`src/rtl/lofclr_pkg.sv`:
```
package lofclr_pkg;

    localparam int DATA_W  = 8;
    localparam int ADDR_W  = 2;
    localparam int LOF_BIT = 2;

    typedef enum logic [ADDR_W-1:0] {
        A_THRESH = 2'd0,
        A_STATUS = 2'd1,
        A_ISTAT  = 2'd2,
        A_IEN    = 2'd3
    } reg_addr_e;

    typedef enum logic {
        ST_IN_FRAME = 1'b0,
        ST_LOF      = 1'b1
    } lof_state_e;

    typedef struct packed {
        logic stb;
        logic ok;
        logic sef;
        logic declare;
    } frame_ev_t;

    function automatic logic [DATA_W-1:0] place_lof_bit(input logic v);
        logic [DATA_W-1:0] r;
        r = '0;
        r[LOF_BIT] = v;
        return r;
    endfunction

endpackage

```
`src/rtl/lofclr_run_counter.sv`:
```
module lofclr_run_counter
    import lofclr_pkg::*;
#(
    parameter int THR_W = 4
) (
    input  logic             clk,
    input  logic             rst,
    input  frame_ev_t        ev,
    input  logic             lof,
    input  logic [THR_W-1:0] thresh,
    output logic             clear_req
);
    localparam int CNT_W = THR_W + 1;

    logic [THR_W-1:0] cnt;
    logic [CNT_W-1:0] nxt;
    logic [CNT_W-1:0] eff;
    logic             clean;

    always_comb begin
        eff       = (thresh == '0) ? CNT_W'(1) : CNT_W'(thresh);
        nxt       = CNT_W'(cnt) + CNT_W'(1);
        clean     = ev.stb && ev.ok && !ev.sef && !ev.declare && lof;
        clear_req = clean && (nxt >= eff);
    end

    always_ff @(posedge clk) begin
        if (rst || !lof || ev.sef || ev.declare) begin
            cnt <= '0;
        end else if (ev.stb) begin
            if (!ev.ok || clear_req) cnt <= '0;
            else                     cnt <= nxt[THR_W-1:0];
        end
    end

endmodule

```
`src/rtl/lofclr_defect_fsm.sv`:
```
module lofclr_defect_fsm
    import lofclr_pkg::*;
(
    input  logic clk,
    input  logic rst,
    input  logic declare,
    input  logic clear_req,
    output logic lof,
    output logic changed
);
    lof_state_e st, st_nxt;

    always_comb begin
        st_nxt = st;
        if (declare)        st_nxt = ST_LOF;
        else if (clear_req) st_nxt = ST_IN_FRAME;
        changed = (st_nxt != st);
        lof     = (st == ST_LOF);
    end

    always_ff @(posedge clk) begin
        if (rst) st <= ST_LOF;
        else     st <= st_nxt;
    end

endmodule

```
`src/rtl/lofclr_irq_ctrl.sv`:
```
module lofclr_irq_ctrl (
    input  logic clk,
    input  logic rst,
    input  logic set_ev,
    input  logic rd_clr,
    input  logic enable,
    output logic flag,
    output logic irq_n
);
    always_ff @(posedge clk) begin
        if (rst)         flag <= 1'b0;
        else if (set_ev) flag <= 1'b1;
        else if (rd_clr) flag <= 1'b0;
    end

    assign irq_n = !(flag && enable);

endmodule

```
`src/rtl/lof_clear_monitor.sv`:
```
module lof_clear_monitor
    import lofclr_pkg::*;
#(
    parameter int               THR_W     = 4,
    parameter logic [THR_W-1:0] THR_RESET = 4'd2
) (
    input  logic              clk,
    input  logic              rst,
    input  logic              frame_stb,
    input  logic              frame_ok,
    input  logic              sef_active,
    input  logic              lof_declare,
    input  logic              reg_wr,
    input  logic              reg_rd,
    input  logic [ADDR_W-1:0] reg_addr,
    input  logic [DATA_W-1:0] reg_wdata,
    output logic [DATA_W-1:0] reg_rdata,
    output logic              lof_status,
    output logic              lof_chg_irq,
    output logic              irq_n
);
    localparam int PAD_W = DATA_W - THR_W;

    frame_ev_t        ev;
    logic [THR_W-1:0] thresh;
    logic             ien;
    logic             clear_req;
    logic             changed;
    logic             rd_clr;

    assign ev = '{stb: frame_stb, ok: frame_ok, sef: sef_active, declare: lof_declare};
    assign rd_clr = reg_rd && (reg_addr == A_ISTAT);

    always_ff @(posedge clk) begin
        if (rst) begin
            thresh <= THR_RESET;
            ien    <= 1'b0;
        end else if (reg_wr) begin
            if (reg_addr == A_THRESH) thresh <= reg_wdata[THR_W-1:0];
            if (reg_addr == A_IEN)    ien    <= reg_wdata[LOF_BIT];
        end
    end

    always_comb begin
        case (reg_addr)
            A_THRESH: reg_rdata = {{PAD_W{1'b0}}, thresh};
            A_STATUS: reg_rdata = place_lof_bit(lof_status);
            A_ISTAT:  reg_rdata = place_lof_bit(lof_chg_irq);
            default:  reg_rdata = place_lof_bit(ien);
        endcase
    end

    lofclr_run_counter #(.THR_W(THR_W)) u_run (
        .clk       (clk),
        .rst       (rst),
        .ev        (ev),
        .lof       (lof_status),
        .thresh    (thresh),
        .clear_req (clear_req)
    );

    lofclr_defect_fsm u_fsm (
        .clk       (clk),
        .rst       (rst),
        .declare   (lof_declare),
        .clear_req (clear_req),
        .lof       (lof_status),
        .changed   (changed)
    );

    lofclr_irq_ctrl u_irq (
        .clk    (clk),
        .rst    (rst),
        .set_ev (changed),
        .rd_clr (rd_clr),
        .enable (ien),
        .flag   (lof_chg_irq),
        .irq_n  (irq_n)
    );

endmodule

```
`config.mk`:
```
export PLATFORM = sky130hd
export DESIGN_NAME = lof_clear_monitor
export DESIGN_NICKNAME = d
export VERILOG_FILES = /design/src/rtl/lofclr_pkg.sv /design/src/rtl/lofclr_run_counter.sv /design/src/rtl/lofclr_defect_fsm.sv /design/src/rtl/lofclr_irq_ctrl.sv /design/src/rtl/lof_clear_monitor.sv
export SDC_FILE = /design/constraint.sdc
export NUM_CORES = 1
export LEC_CHECK = 0
export BUFFER_PORTS_ARGS = -buffer_cell sky130_fd_sc_hd__buf_4
export CAP_MARGIN = 20
export CORE_MARGIN = 3
export CORE_UTILIZATION = 45
export CTS_BUF_LIST = sky130_fd_sc_hd__clkbuf_2 sky130_fd_sc_hd__clkbuf_4 sky130_fd_sc_hd__clkbuf_8
export DETAILED_ROUTE_END_ITERATION = 16
export PLACE_DENSITY = 0.77
export SETUP_SLACK_MARGIN = 0.05
export SLEW_MARGIN = 5
export SYNTH_ARGS = -nofsm -noshare
export SYNTH_HDL_FRONTEND = slang
export SYNTH_HIERARCHICAL = 1
export SYNTH_SLANG_ARGS = --single-unit
```
`constraint.sdc`:
```
create_clock -name clk -period 1.9 [get_ports clk]
set_input_delay 0.095 -clock clk [delete_from_list [all_inputs] [get_ports clk]]
set_output_delay 0.095 -clock clk [all_outputs]
set_load 0.03 [all_outputs]
```
==> flow_metrics.py, run 1 <==
metrics = {
    "status": {
        "outcome": "complete, but fails checks",
        "violations": "setup timing",
    },
    "route": {
        "wl_per_cell_microns": 13.4,
        "dr.pass1.iters": 4,
        "ant_nets": 0,
        "drt-initial-drc-count": 3,
        "avgViaCountPerCell": 5.15,
        "routed_wirelength_mm": 1.76,
        "via_count": 674,
        "drc_errors": 0,
    },
    "clock_network": {
        "path_clk_slew_ns": 0.08,
        "cts_tree": "done",
        "h-tree-depth": 1,
        "cts_buffer_depth": 2,
        "clk_latency_ns": 0.28,
        "cts_root_buffer": "clkbuf_4",
        "numCtsBuffers": 3,
        "clock-sinks": 11,
        "hold_buffers": 0,
    },
    "yosys": {
        "synth_area_per_cell_sq_um": 9.45,
        "synth.mux.area_fraction_pct": 10.9,
        "synth_cell_type_count": 32,
        "yosys_most_used_dff": "dfxtp_1",
        "ys_seq_area_share_pct": 29.1,
        "ys_warn_count": 6,
        "yosys.area.top_type": "dfxtp_1",
        "ys_top_cells_by_area": "dfxtp_1, ha_1, mux2i_1, nand2b_1, buf_4",
        "ys_ff_latch": 11,
        "synth_xor_area_share_pct": 1.16,
        "synth_common_cells": "dfxtp_1, nand2b_1, mux2i_1, nand2_1",
        "syn-cell-area_sq_um": 756,
        "ys_async_sr_fraction_pct": 0,
        "yosysMostFrequentCell": "dfxtp_1",
        "synth_top_family_by_area": "simple AND/OR/NAND/NOR gates",
        "synth_compound_area_share_pct": 13.7,
        "synth-simple-area-share_pct": 29.8,
        "netlist_instances": 80,
        "synth_edf_count": 0,
        "yosysTopAreaCellShare_pct": 29.1,
        "synth_fa_ha_area_share_pct": 8.28,
    },
    "floorplan": {
        "die-area_sq_um": 2210,
        "coreArea_sq_um": 1540,
        "fp-row-count": 14,
        "die_h_microns": 47.0,
        "io_pins": 29,
        "die_w_microns": 47.0,
        "start_util_pct": 49.0,
    },
    "sta": {
        "setup_tns_ns": -0.130,
        "setup_ws_ns": -0.127,
        "finalClockSkew_ns": 0.00964,
        "min_period_ns": 2.03,
        "fmaxAchievable_mhz": 493,
        "report.final.slew_viol_count": 0,
        "setup_viol": 2,
        "rsz0062_at_grt": "true",
        "finalHoldViolations": 0,
        "finalCritPeriodShare_pct": 107,
        "hold_slack_ns": 0.0556,
    },
    "final_layout": {
        "syn_to_final_growth_pct": 48.5,
        "layout.cells.non_filler": 131,
        "layout.nets": 139,
        "fill_cells": 121,
        "antennaDiodeCount": 0,
        "drive_above_1_share_pct": 57.4,
    },
    "critical_path": {
        "crit_type": "reg2reg",
        "crit_fanout": 3,
        "arrival_ns": 2.24,
        "worstPathRequired_ns": 2.11,
        "path_cells": "ha_4 -> nor2b_4 -> or2_4 -> ha_4 -> o21ai_2 -> o21a_1 -> nor3_2 -> nand2_1 -> mux2i_1 -> inv_1 -> a21oi_2",
        "cp.buffers_inverters": 1,
        "cpPeakStageDelay_ns": 0.34,
        "startpoint_type": "register",
        "cp_top_family": "simple AND/OR/NAND/NOR gates",
        "cpMostUsedCell": "ha_4",
        "cp_slowest_cell": "dfxtp_2",
        "cp-end-kind": "register",
    },
    "global_route": {
        "grt_usage_pct": 16.5,
        "grt_pass1_vias": 597,
        "gr-total-overflow": 0,
        "antenna_found_initial": 0,
        "grt_pass1_wl_mm": 2.47,
        "grt_max_degree": 15,
    },
    "power_and_ir_drop": {
        "powerDensity_nw_per_um2": 474,
        "finalPower_uw": 532,
        "p_leak_uw": 0.000496,
        "ir_drop_mv": 0.452,
    },
    "place": {
        "detailed_place_hpwl_mm": 1.22,
        "dp_slack_ns": -0.120,
        "place.gp.congestion": 0.816,
        "io_buffers": 20,
        "placedCellCount": 123,
    },
    "min_path": {
        "min_path_type": "in2reg",
    },
    "run": {
        "cap_violations": 0,
    },
}
==> final timing paths <==
path                              from                      end  slack [ns]  cells past startpoint
max reg2reg  u_run/cnt[0]$_SDFFE_PP0P_  u_irq/flag$_SDFFE_PP0P_       -0.13                     11
min reg2reg           ien$_SDFFE_PP0P_         ien$_SDFFE_PP0P_        0.50                      2
max          u_run/cnt[0]$_SDFFE_PP0P_  u_irq/flag$_SDFFE_PP0P_       -0.13                     11
min                        lof_declare     u_fsm/lof$_SDFF_PP1_        0.06                      3
==> layout make-up <==
| class | count | area (sq um) | share of cell area, % |
|---|---|---|---|
| Multi-Input combinational cell | 63 | 583 | 52.0 |
| Timing Repair Buffer | 32 | 244 | 21.7 |
| Sequential cell | 11 | 226 | 20.2 |
| Clock buffer | 4 | 30.0 | 2.68 |
| Tap cell | 16 | 20.0 | 1.78 |
| Inverter | 5 | 18.8 | 1.67 |
==> power breakdown <==
part | internal [uW] | leakage [uW] | switching [uW]
Sequential | 235 | 0.0000915 | 3.13
Combinational | 57.1 | 0.000386 | 56.1
Clock | 95.6 | 0.0000184 | 85.0
==> cell families after synthesis <==
logic type	count (synthesis)
multiplexers	7
AO/OA/AOI/OAI	12
buffers and inverters	9
flip-flops	11
adder cells (fa/ha/maj)	5
other	1
AND/OR/NAND/NOR	34
XOR/XNOR	1
==> metal layers <==
layer	global-route usage [%]	up-vias	part of all wire, %
li1	-	344	-
met1	18.3	308	41
met2	27.9	20	52
met3	6.90	2	5.9
met4	6.63	0	0.80
met5	0	-	0
==> layout by cell type (no fill, tap or decap), drive strengths merged <==
cell type	instances
nor2	4
nand3	2
o221ai	1
mux4	1
a211oi	1
nor4	1
xnor2	1
a31oi	1
nand2	6
or2	1
nor2b	2
dfxtp	11
nor3	3
conb	4
a32o	2
or3b	1
buf	32
mux2i	6
o211ai	1
and3b	1
o21a	1
a21oi	1
ha	5
and2	3
nor3b	1
a31o	1
clkbuf	4
nand2b	9
o21ai	3
inv	5
==> flip-flops by register name (all words and copies together), names as in the netlist <==
| register | flops |
|---|---|
| thresh | 4 |
| u_fsm/lof | 1 |
| u_run/cnt | 4 |
| u_irq/flag | 1 |
| ien | 1 |
==> timing repair <==
action,CTS,global route
resized for setup,6,11
pin swaps,9,7
setup buffers,4,4
endpoints found under the setup margin,4,6
==> per-stage QoR <==
step | util, % | cell area, sq um
global placement | 64.2 | 990
finish | 72.8 | 1120
floorplan | - | 790
detailed placement | 64.2 | 990
CTS | 69.2 | 1070
global route | 72.8 | 1120
==> worst register-to-register path, cell delays in order (launching register included) <==
cell and delay, ns:
dfxtp_2 0.34, ha_4 0.16, nor2b_4 0.12, or2_4 0.23
ha_4 0.27, o21ai_2 0.06, o21a_1 0.22, nor3_2 0.20
nand2_1 0.07, mux2i_1 0.13, inv_1 0.07, a21oi_2 0.10
No activity file was read; power rests on OpenSTA's default activity.
==> run 2, diff against run 1 <==
CORE_ASPECT_RATIO = 1.1   (was default)
CORE_UTILIZATION = 40   (was 45)
PLACE_DENSITY = 0.7   (was 0.77)
SLEW_MARGIN = default   (was 5)
==> flow_metrics.py, run 2 (synthesized netlist as in run 1, its figures left out) <==
metrics = {
    "sta": {
        "rsz0062_at_grt": "true",
        "setup_viol": 2,
        "finalClockSkew_ns": 0.00452,
        "fmaxAchievable_mhz": 507,
        "finalCritPeriodShare_pct": 104,
        "min_period_ns": 1.97,
        "report.final.slew_viol_count": 0,
        "setup_ws_ns": -0.0712,
        "hold_slack_ns": 0.0434,
        "finalHoldViolations": 0,
    },
    "final_layout": {
        "syn_to_final_growth_pct": 43.4,
        "final_common_cell": "buf_4",
        "antennaDiodeCount": 0,
        "layout.nets": 139,
        "fill_cells": 137,
        "final_cell_mix": "buf_4, nand2b_1, mux2i_1, dfxtp_1, nand2_1",
        "reg_top3": "thresh x4, u_run/cnt x4",
        "drive_above_1_share_pct": 52.2,
    },
    "place": {
        "detailed_place_hpwl_mm": 1.28,
        "place.gp.congestion": 0.775,
        "io_buffers": 20,
    },
    "global_route": {
        "grt_usage_pct": 15.6,
        "grt_pass1_vias": 623,
        "gr-total-overflow": 0,
        "antenna_found_initial": 0,
        "grt_pass1_wl_mm": 2.75,
        "grt_max_degree": 15,
    },
    "power_and_ir_drop": {
        "p_leak_uw": 0.000497,
        "power_frac_seq_pct": 45.5,
        "combPwrFrac_pct": 20.2,
        "ir_drop_mv": 0.362,
        "finalPower_uw": 524,
        "intPower_uw": 383,
        "sw_frac_of_total_pct": 26.9,
        "clkPwrFrac_pct": 34.3,
        "p_switching_uw": 141,
        "powerDensity_nw_per_um2": 483,
    },
    "clock_network": {
        "path_clk_slew_ns": 0.08,
        "numCtsBuffers": 3,
        "clock-sinks": 11,
        "h-tree-depth": 1,
        "hold_buffers": 0,
        "cts_tree": "done",
        "cts_root_buffer": "clkbuf_4",
        "clk_latency_ns": 0.27,
        "cts_buffer_depth": 2,
    },
    "floorplan": {
        "coreArea_sq_um": 1670,
        "die_w_microns": 47.4,
        "die_h_microns": 51.6,
        "die-area_sq_um": 2450,
        "io_pins": 29,
        "start_util_pct": 45.2,
        "fp-row-count": 15,
    },
    "route": {
        "ant_nets": 0,
        "drc_errors": 0,
        "drt-initial-drc-count": 8,
        "avgViaCountPerCell": 5.22,
        "via_count": 689,
        "wl_per_cell_microns": 12.9,
        "routed_wirelength_mm": 1.70,
        "dr.pass1.iters": 4,
    },
    "critical_path": {
        "cpPeakStageDelay_ns": 0.34,
        "cp_top_family": "simple AND/OR/NAND/NOR gates",
        "worstPathRequired_ns": 2.12,
        "cp.buffers_inverters": 1,
        "r2r-start": "u_run/cnt[1]$_SDFFE_PP0P_",
        "cp-end-kind": "register",
        "crit_start": "u_run/cnt[1]$_SDFFE_PP0P_",
        "crit_fanout": 3,
        "cp_slowest_cell": "dfxtp_2",
        "arrival_ns": 2.19,
        "path_cells": "ha_4 -> nor2b_4 -> or2_1 -> ha_1 -> o21ai_2 -> o21a_1 -> nor3_2 -> nand2_1 -> mux2i_1 -> inv_1 -> a21oi_2",
        "crit_type": "reg2reg",
        "startpoint_type": "register",
    },
    "status": {
        "outcome": "complete, but fails checks",
        "violations": "setup timing",
    },
    "min_path": {
        "min_path_type": "in2reg",
        "min_from": "lof_declare",
    },
    "run": {
        "cap_violations": 0,
    },
}
run 2: cell counts in the layout (fill, tap and decap cells not counted):
Identical to the previous run, type by type.
run 2: timing repair:
| action | 4_1_cts | 5_1_grt |
|---|---|---|
| buffers inserted | 3 | 4 |
| pin swaps | 8 | 3 |
| hold endpoints to repair | 0 | 0 |
| gates resized for setup | 4 | 5 |
| endpoints found under the setup margin | 4 | 4 |
run 2: metrics by stage:
step	setup TNS (ns)	setup WS [ns]	cell area [sq um]	instances	util [%]
floorplan	-0.0510	-0.0510	790	83	-
global placement	-0.0800	-0.0800	983	123	58.9
detailed placement	-0.137	-0.131	983	123	58.9
CTS	-0.103	-0.103	1030	128	61.7
global route	-0.485	-0.235	1080	132	64.9
finish	-0.140	-0.0712	1080	132	64.9
run 2: layout make-up:
type | count | area, sq um | area share, %
Multi-Input combinational cell | 63 | 547 | 50.5
Timing Repair Buffer | 32 | 240 | 22.2
Sequential cell | 11 | 226 | 20.9
Clock buffer | 4 | 30.0 | 2.77
Tap cell | 17 | 21.3 | 1.96
Inverter | 5 | 18.8 | 1.73
run 2: routing by layer:
metal	GRT usage (%)	up-vias	share of wire, %
li1	-	347	-
met1	19.8	318	42
met2	24.6	20	51
met3	3.11	4	5.6
met4	6.91	0	2.0
met5	0	-	0
run 2: tightest hold or removal path: cells and delay by family:
kind	cells	cell delay [ns]
and+or+nand+nor	1	0.03
AOI/OAI and AO/OA	1	0.06
buffers and inverters	1	0.10
run 2: power by group through the flow:
stage               Sequential, uW  Clock (uW)  Combinational, uW
floorplan                      243           0               61.6
global placement               243           0                101
detailed placement             243           0                103
CTS                            238         187                103
global route                   239         202                116
finish                         238         180                106
run 2: final timing paths:
check,slack (ns),endpoint,depth (start not counted)
setup reg to reg,-0.07,u_irq/flag$_SDFFE_PP0P_,11
setup / recovery,-0.07,u_irq/flag$_SDFFE_PP0P_,11
hold reg to reg,0.48,thresh[3]$_SDFFE_PP0P_,2
hold / removal,0.04,u_fsm/lof$_SDFF_PP1_,3
